--- config.mk ---
export PLATFORM = sky130hd
export DESIGN_NAME = sector_eraser
export DESIGN_NICKNAME = d
export VERILOG_FILES = /design/src/rtl/sector_erase_pkg.sv /design/src/rtl/sector_erase_dp.sv /design/src/rtl/sector_erase_ctrl.sv /design/src/rtl/sector_eraser.sv
export SDC_FILE = /design/constraint.sdc
export NUM_CORES = 1
export LEC_CHECK = 0
export ABC_CLOCK_PERIOD_IN_PS = 7250
export BUFFER_PORTS_ARGS = -buffer_cell sky130_fd_sc_hd__buf_2
export CORE_MARGIN = 10
export CORE_UTILIZATION = 35
export DETAILED_ROUTE_END_ITERATION = 12
export SYNTH_ARGS = -nofsm -noshare
export SYNTH_HDL_FRONTEND = slang
export SYNTH_SLANG_ARGS = --single-unit
--- constraint.sdc ---
create_clock -name clk -period 7.25 [get_ports clk]
set_input_delay 1.0875 -clock clk [delete_from_list [all_inputs] [get_ports clk]]
set_output_delay 1.0875 -clock clk [all_outputs]
set_load 0.01 [all_outputs]
--- src/rtl/sector_erase_pkg.sv ---
package sector_erase_pkg;

  typedef enum logic [1:0] {
    ERR_NONE  = 2'd0,
    ERR_FAIL  = 2'd1,
    ERR_BUSY  = 2'd2,
    ERR_RANGE = 2'd3
  } eraseErr_e;

  typedef enum logic [1:0] {
    BUS_CMD  = 2'd0,
    BUS_STAT = 2'd1,
    BUS_RST  = 2'd2
  } busKind_e;

  // strobes from control to datapath
  typedef struct packed {
    logic      opInit;
    logic      cmdNext;
    logic      sectNext;
    logic      pollInit;
    logic      capOld;
    logic      capNew;
    logic      shiftOld;
    logic      tickStep;
    logic      waitArm;
    logic      errSet;
    eraseErr_e errVal;
    busKind_e  busKind;
  } eraseStb_t;

  localparam logic [7:0] OP_UNLOCK_A = 8'hAA;
  localparam logic [7:0] OP_UNLOCK_B = 8'h55;
  localparam logic [7:0] OP_SETUP    = 8'h80;
  localparam logic [7:0] OP_SECTOR   = 8'h30;
  localparam logic [7:0] OP_RESET    = 8'hF0;
  localparam int         CMD_STEPS   = 6;

endpackage

--- src/rtl/sector_erase_dp.sv ---
module sector_erase_dp
  import sector_erase_pkg::*;
#(
  parameter int ADDR_W    = 24,
  parameter int NUM_SECT  = 8,
  parameter int IDX_W     = 4,
  parameter int BUS_BYTES = 2,
  parameter int TMO_W     = 16,
  parameter int POLL_GAP  = 4
) (
  input  logic                       clk,
  input  logic                       rstN,
  input  eraseStb_t                  stb,
  input  logic [IDX_W-1:0]           firstSect,
  input  logic [IDX_W-1:0]           lastSect,
  input  logic [ADDR_W-1:0]          bankBase,
  input  logic [NUM_SECT*ADDR_W-1:0] sectOffFlat,
  input  logic                       altUnlock,
  input  logic                       dq5Enable,
  input  logic [TMO_W-1:0]           timeoutTicks,
  input  logic [7:0]                 busRdata,
  output logic [ADDR_W-1:0]          busAddr,
  output logic [7:0]                 busWdata,
  output logic                       rangeBad,
  output logic                       cmdLast,
  output logic                       sectLast,
  output logic                       toggled,
  output logic                       dq5Hit,
  output logic                       tmoHit,
  output logic                       waitDone,
  output eraseErr_e                  errQ,
  output logic [IDX_W-1:0]           failQ
);

  localparam int SECT_W = (NUM_SECT > 1) ? $clog2(NUM_SECT) : 1;
  localparam int WAIT_W = $clog2(POLL_GAP + 1);
  localparam int STEP_W = $clog2(CMD_STEPS);
  localparam logic [ADDR_W-1:0] UA_NEAR = ADDR_W'(32'h0555 * BUS_BYTES);
  localparam logic [ADDR_W-1:0] UB_NEAR = ADDR_W'(32'h02AA * BUS_BYTES);
  localparam logic [ADDR_W-1:0] UA_FAR  = ADDR_W'(32'h5555 * BUS_BYTES);
  localparam logic [ADDR_W-1:0] UB_FAR  = ADDR_W'(32'h2AAA * BUS_BYTES);

  logic [ADDR_W-1:0] sectOff [NUM_SECT];
  for (genvar g = 0; g < NUM_SECT; g++) begin : g_off
    assign sectOff[g] = sectOffFlat[g*ADDR_W +: ADDR_W];
  end

  logic [IDX_W-1:0]  curSect, lastQ;
  logic              altQ, dq5Q;
  logic [TMO_W-1:0]  tmoQ, tickQ;
  logic [STEP_W-1:0] stepQ;
  logic [7:0]        oldStat, newStat;
  logic [WAIT_W-1:0] waitQ;

  assign rangeBad = (lastSect < firstSect) || (lastSect >= IDX_W'(NUM_SECT));
  assign cmdLast  = (stepQ == STEP_W'(CMD_STEPS - 1));
  assign sectLast = (curSect == lastQ);
  assign toggled  = oldStat[6] ^ newStat[6];
  assign dq5Hit   = dq5Q & newStat[5];
  assign tmoHit   = (tickQ == tmoQ);
  assign waitDone = (waitQ == '0);

  always_ff @(posedge clk or negedge rstN) begin
    if (!rstN) begin
      curSect <= '0;
      lastQ   <= '0;
      altQ    <= 1'b0;
      dq5Q    <= 1'b0;
      tmoQ    <= '0;
      stepQ   <= '0;
      oldStat <= '0;
      newStat <= '0;
      tickQ   <= '0;
      waitQ   <= '0;
      errQ    <= ERR_NONE;
      failQ   <= '0;
    end else begin
      if (stb.opInit) begin
        curSect <= firstSect;
        lastQ   <= lastSect;
        altQ    <= altUnlock;
        dq5Q    <= dq5Enable;
        tmoQ    <= timeoutTicks;
        stepQ   <= '0;
        errQ    <= ERR_NONE;
        failQ   <= '0;
      end
      if (stb.cmdNext)  stepQ   <= cmdLast ? '0 : stepQ + 1'b1;
      if (stb.sectNext) curSect <= curSect + 1'b1;
      if (stb.capOld)   oldStat <= busRdata;
      if (stb.capNew)   newStat <= busRdata;
      if (stb.shiftOld) oldStat <= newStat;
      if (stb.pollInit)      tickQ <= '0;
      else if (stb.tickStep) tickQ <= tickQ + 1'b1;
      if (stb.waitArm)        waitQ <= WAIT_W'(POLL_GAP - 1);
      else if (waitQ != '0)   waitQ <= waitQ - 1'b1;
      if (stb.errSet) begin
        errQ  <= stb.errVal;
        failQ <= (stb.errVal == ERR_RANGE) ? '0 : curSect;
      end
    end
  end

  logic [ADDR_W-1:0] unlockA, unlockB;
  assign unlockA = bankBase + (altQ ? UA_FAR : UA_NEAR);
  assign unlockB = bankBase + (altQ ? UB_FAR : UB_NEAR);

  always_comb begin
    busAddr  = bankBase;
    busWdata = '0;
    case (stb.busKind)
      BUS_CMD: begin
        case (stepQ)
          3'd0:    begin busAddr = unlockA; busWdata = OP_UNLOCK_A; end
          3'd1:    begin busAddr = unlockB; busWdata = OP_UNLOCK_B; end
          3'd2:    begin busAddr = unlockA; busWdata = OP_SETUP;    end
          3'd3:    begin busAddr = unlockA; busWdata = OP_UNLOCK_A; end
          3'd4:    begin busAddr = unlockB; busWdata = OP_UNLOCK_B; end
          default: begin
            busAddr  = bankBase + sectOff[curSect[SECT_W-1:0]];
            busWdata = OP_SECTOR;
          end
        endcase
      end
      BUS_RST: busWdata = OP_RESET;
      default: ;
    endcase
  end

endmodule

--- src/rtl/sector_erase_ctrl.sv ---
module sector_erase_ctrl
  import sector_erase_pkg::*;
(
  input  logic      clk,
  input  logic      rstN,
  input  logic      start,
  input  logic      busAck,
  input  logic      rangeBad,
  input  logic      cmdLast,
  input  logic      sectLast,
  input  logic      toggled,
  input  logic      dq5Hit,
  input  logic      tmoHit,
  input  logic      waitDone,
  output eraseStb_t stb,
  output logic      busReq,
  output logic      busWe,
  output logic      done
);

  typedef enum logic [3:0] {
    S_IDLE, S_CMD, S_RD_OLD, S_RD_NEW, S_EVAL, S_WAIT,
    S_RD_OLD2, S_RD_NEW2, S_EVAL2, S_RST, S_FIN
  } state_e;

  state_e state, nextState;

  always_ff @(posedge clk or negedge rstN) begin
    if (!rstN) state <= S_IDLE;
    else       state <= nextState;
  end

  always_comb begin
    stb         = '0;
    stb.errVal  = ERR_NONE;
    stb.busKind = BUS_STAT;
    nextState   = state;
    case (state)
      S_IDLE: if (start) begin
        if (rangeBad) begin
          stb.errSet = 1'b1;
          stb.errVal = ERR_RANGE;
          nextState  = S_FIN;
        end else begin
          stb.opInit = 1'b1;
          nextState  = S_CMD;
        end
      end
      S_CMD: begin
        stb.busKind = BUS_CMD;
        if (busAck) begin
          stb.cmdNext = 1'b1;
          if (cmdLast) begin
            stb.pollInit = 1'b1;
            nextState    = S_RD_OLD;
          end
        end
      end
      S_RD_OLD: if (busAck) begin
        stb.capOld = 1'b1;
        nextState  = S_RD_NEW;
      end
      S_RD_NEW: if (busAck) begin
        stb.capNew = 1'b1;
        nextState  = S_EVAL;
      end
      S_EVAL: begin
        if (!toggled) begin
          if (sectLast) nextState = S_RST;
          else begin
            stb.sectNext = 1'b1;
            nextState    = S_CMD;
          end
        end else if (dq5Hit) begin
          nextState = S_RD_OLD2;
        end else if (tmoHit) begin
          stb.errSet = 1'b1;
          stb.errVal = ERR_BUSY;
          nextState  = S_RST;
        end else begin
          stb.tickStep = 1'b1;
          stb.shiftOld = 1'b1;
          stb.waitArm  = 1'b1;
          nextState    = S_WAIT;
        end
      end
      S_WAIT: if (waitDone) nextState = S_RD_NEW;
      S_RD_OLD2: if (busAck) begin
        stb.capOld = 1'b1;
        nextState  = S_RD_NEW2;
      end
      S_RD_NEW2: if (busAck) begin
        stb.capNew = 1'b1;
        nextState  = S_EVAL2;
      end
      S_EVAL2: begin
        if (toggled) begin
          stb.errSet = 1'b1;
          stb.errVal = ERR_FAIL;
          nextState  = S_RST;
        end else if (sectLast) begin
          nextState = S_RST;
        end else begin
          stb.sectNext = 1'b1;
          nextState    = S_CMD;
        end
      end
      S_RST: begin
        stb.busKind = BUS_RST;
        if (busAck) nextState = S_FIN;
      end
      S_FIN: nextState = S_IDLE;
      default: nextState = S_IDLE;
    endcase
  end

  assign busReq = (state == S_CMD) || (state == S_RD_OLD) || (state == S_RD_NEW) ||
                  (state == S_RD_OLD2) || (state == S_RD_NEW2) || (state == S_RST);
  assign busWe  = (state == S_CMD) || (state == S_RST);
  assign done   = (state == S_FIN);

endmodule

--- src/rtl/sector_eraser.sv ---
module sector_eraser
  import sector_erase_pkg::*;
#(
  parameter int ADDR_W    = 24,
  parameter int NUM_SECT  = 8,
  parameter int BUS_BYTES = 2,
  parameter int TMO_W     = 16,
  parameter int POLL_GAP  = 4,
  parameter int IDX_W     = $clog2(NUM_SECT) + 1
) (
  input  logic                       clk,
  input  logic                       rstN,
  input  logic                       start,
  input  logic [IDX_W-1:0]           firstSect,
  input  logic [IDX_W-1:0]           lastSect,
  input  logic [ADDR_W-1:0]          bankBase,
  input  logic [NUM_SECT*ADDR_W-1:0] sectOffFlat,
  input  logic                       altUnlock,
  input  logic                       dq5Enable,
  input  logic [TMO_W-1:0]           timeoutTicks,
  output logic                       busReq,
  output logic                       busWe,
  output logic [ADDR_W-1:0]          busAddr,
  output logic [7:0]                 busWdata,
  input  logic                       busAck,
  input  logic [7:0]                 busRdata,
  output logic                       done,
  output logic [1:0]                 errCode,
  output logic [IDX_W-1:0]           failSect
);

  eraseStb_t stb;
  eraseErr_e errQ;
  logic rangeBad, cmdLast, sectLast, toggled, dq5Hit, tmoHit, waitDone;

  sector_erase_ctrl u_ctrl (
    .clk(clk), .rstN(rstN), .start(start), .busAck(busAck),
    .rangeBad(rangeBad), .cmdLast(cmdLast), .sectLast(sectLast),
    .toggled(toggled), .dq5Hit(dq5Hit), .tmoHit(tmoHit), .waitDone(waitDone),
    .stb(stb), .busReq(busReq), .busWe(busWe), .done(done)
  );

  sector_erase_dp #(
    .ADDR_W(ADDR_W), .NUM_SECT(NUM_SECT), .IDX_W(IDX_W),
    .BUS_BYTES(BUS_BYTES), .TMO_W(TMO_W), .POLL_GAP(POLL_GAP)
  ) u_dp (
    .clk(clk), .rstN(rstN), .stb(stb),
    .firstSect(firstSect), .lastSect(lastSect), .bankBase(bankBase),
    .sectOffFlat(sectOffFlat), .altUnlock(altUnlock), .dq5Enable(dq5Enable),
    .timeoutTicks(timeoutTicks), .busRdata(busRdata),
    .busAddr(busAddr), .busWdata(busWdata), .rangeBad(rangeBad),
    .cmdLast(cmdLast), .sectLast(sectLast), .toggled(toggled), .dq5Hit(dq5Hit),
    .tmoHit(tmoHit), .waitDone(waitDone), .errQ(errQ), .failQ(failSect)
  );

  assign errCode = errQ;

endmodule

==> impl_metrics.yaml <==
setup_path:
  cp.required_ps: 6160
  setup.worst_path.class: "reg2out"
  end_kind: "output port"
  crit_family: "compound AO/OA/AOI/OAI gates"
  cpPeakStageDelay_ps: 870
  worstPathCellList: "buf_4, mux4_2, nand2_1, a31oi_1, ha_1, o21ai_0, o21ai_2, a41oi_2, a21oi_2, a22o_1, or4_1, nand4_1, buf_2"
  cp_max_fo: 36
  rr_startpoint: "u_dp.curSect[0]$_DFFE_PN0P_"
  r2r-end: "u_dp.curSect[3]$_DFFE_PN0P_"
  critPathBufInv: 2
  r2r_slack_ps: 4490
  critPathSlowestCell: "dfrtp_4"
  cp-start-kind: "register"
  r2r.worst_path.cells: 6
  cp.arrival_ps: 4530
outcome:
  outcome: "complete, no violations"
detailed_routing:
  firstDrtPassIters: 5
  drt_iter0_drc: 369
  drt-total-wl_mm: 26.3
  wl_per_cell_um: 21.5
  viasPerCell: 5.46
  ant_nets: 0
  drc: 0
  route.vias.total: 6671
cts:
  clkTransAtPathRegs_ps: 50
  cts_resized: 0
  post_cts_buffers: 0
  clock_path_buffers: 2
  cts_tree: "done"
  clock-sinks: 61
  cts-root-buf: "clkbuf_16"
  htree_num_levels: 3
  clk_latency_ps: 320
  postCtsHoldBufs: 0
  cts_buffers: 9
floorplanning:
  rows: 49
  die_x_um: 156
  initial_core_util: 0.359
  dieArea_mm2: 0.0244
  ios: 295
  die_h_um: 156
  design.core.area_mm2: 0.0181
grt:
  met2_usage: 0.348
  grt_use_total: 0.202
  grt_pass1_vias: 6700
  use_met1: 0.256
  busiest_layer: "met2"
  grt_max_degree: 62
  antenna_found_initial: 1
  grt_use_met3: 0.0461
  grt_overflow_total: 0
  grt_pass1_wl_mm: 38.9
timing:
  fmax_ghz: 0.178
  hold_viol: 0
  fin_crit_ps: 5620
  setup_tns_ps: 0
  maxSlewViolCount: 0
  relSlewSlack: 0.476
  timing.final.crit_share: 0.775
  fin_hold_ws_ps: 504
  fin_skew_ps: 8.68
  worst_pin_slew_ps: 786
  rsz0062_at_grt: "no"
  setup_viol: 0
  timing.final.ws_setup_ps: 1630
logic_synthesis:
  synth_seq_cells: 61
  synth_cell_types: 71
  synth_fp_nets: 1013
  syn_area_mm2: 0.00651
  syn_avg_cell_area_um2: 8.95
  synth_enable_flop_cells: 0
  yosysWarnings: 0
  syn_inst: 727
  ys.flop_type: "dfrtp_1"
  seq_area_frac_synth: 0.235
  async_reset_ff_frac: 1.00
power:
  powerDensity_mw_per_mm2: 402
  ir_drop_mv: 0.186
  p_leak_nw: 3.91
layout:
  layout_common_cells: "buf_2 (288), nand2_1 (124), dfrtp_1 (59), mux4_2 (48), nor2_1 (48)"
  drive_above_1_share: 0.385
  final_nets: 1273
  multiInputGateArea_mm2: 0.00467
  areaGrowthSynthToFinish_pct: 28.6
  seq_area_mm2: 0.00153
  nFillCells: 1820
  utilization: 0.461
  final_common_cell: "buf_2"
place:
  hpwlAfterDp_mm: 22.0
  gp_congestion: 0.941
  port_buffers: 288
  dpl_worst_slack_ps: 1830
hold_path:
  min_delay_path_depth: 1
  hold_end: "u_dp.tmoQ[11]$_DFFE_PN0P_"
  hold_class: "reg2reg"
  min-delay-start: "u_dp.tmoQ[11]$_DFFE_PN0P_"
run:
  cap_violations: 0
==> layer usage <==
| layer | vias up | wire length [µm] |
|---|---|---|
| met5 | - | 0 |
| met4 | 0 | 165 |
| met3 | 15 | 2200 |
| met2 | 258 | 13000 |
| met1 | 3183 | 10900 |
| li1 | 3215 | - |
==> worst max path at each step <==
stage,start,end,slack (ps),depth (start not counted)
finish,u_dp.curSect[0]$_DFFE_PN0P_,busAddr[22],1630,13
global route,u_dp.curSect[0]$_DFFE_PN0P_,busAddr[22],1290,13
CTS,u_dp.curSect[0]$_DFFE_PN0P_,busAddr[22],1580,13
detailed placement,sectOffFlat[0],busAddr[22],1830,14
global placement,sectOffFlat[0],busAddr[22],1820,14
floorplan,u_dp.curSect[1]$_DFFE_PN0P_,busAddr[22],2350,15
==> logic make-up after synthesis <==
logic type | share of synthesized area
fa+ha+maj | 0.0627
compound gates | 0.180
buf+inv | 0.0471
mux | 0.221
flops | 0.235
simple gates | 0.186
xor+xnor | 0.0686
==> flip-flops by register name, summed over array words and instances, names as in the netlist <==
| name | flops |
|---|---|
| u_dp.errQ | 2 |
| u_dp.altQ | 1 |
| u_dp.tickQ | 16 |
| u_dp.dq5Q | 1 |
| u_dp.tmoQ | 16 |
| u_dp.failQ | 4 |
| u_dp.lastQ | 4 |
| u_dp.waitQ | 3 |
| u_ctrl.state | 4 |
| u_dp.oldStat | 1 |
| u_dp.stepQ | 3 |
| u_dp.curSect | 4 |
| u_dp.newStat | 2 |
==> Yosys cell counts, drive strengths merged (3+ instances only) <==
cell type	instances	area [µm²]
clkbuf	20	75.1
dfrtp	61	1530
o22ai	3	18.8
a31oi	21	131
o211ai	4	35.0
xnor2	20	175
or4	3	22.5
a211oi	6	50.1
nand3	13	65.1
a21oi	43	223
mux2i	10	100
and2	3	18.8
a221oi	3	26.3
xor2	31	272
inv	23	86.3
nand4	8	50.1
and3	8	50.1
nand2b	10	70.1
ha	31	388
nor2	48	180
nor4	16	146
buf	27	141
mux4	48	1080
a21o	12	90.1
o21a	3	22.5
a2111oi	4	60.1
nor3	11	71.3
o31ai	5	37.5
nor2b	5	31.3
nand2	124	465
mux2	23	259
o21bai	6	45.0
o21ai	48	244
==> metrics by stage <==
step                      total power, mW  instance area [µm²]  instances
final                                3.36                 8370       1221
after global routing                 3.65                 8370       1221
after CTS                            3.37                 8360       1220
after detailed placement             2.95                 8080       1205
after global placement               2.93                 8080       1205
after floorplan                      2.34                 6510        727
==> power by group <==
group          total, mW  internal (mW)  switching [mW]
Sequential         0.739          0.492           0.247
Combinational       2.22          0.971            1.25
Clock              0.404          0.257           0.147
==> layout make-up <==
class | count | share of cell area
Multi-Input combinational cell | 595 | 0.559
Clock inverter | 1 | 0.000598
Clock buffer | 14 | 0.0328
Antenna cell | 1 | 0.000299
Timing Repair Buffer | 296 | 0.179
Sequential cell | 61 | 0.183
Tap cell | 229 | 0.0343
Inverter | 24 | 0.0108
Note: power is estimated with default switching activity, not from simulation.
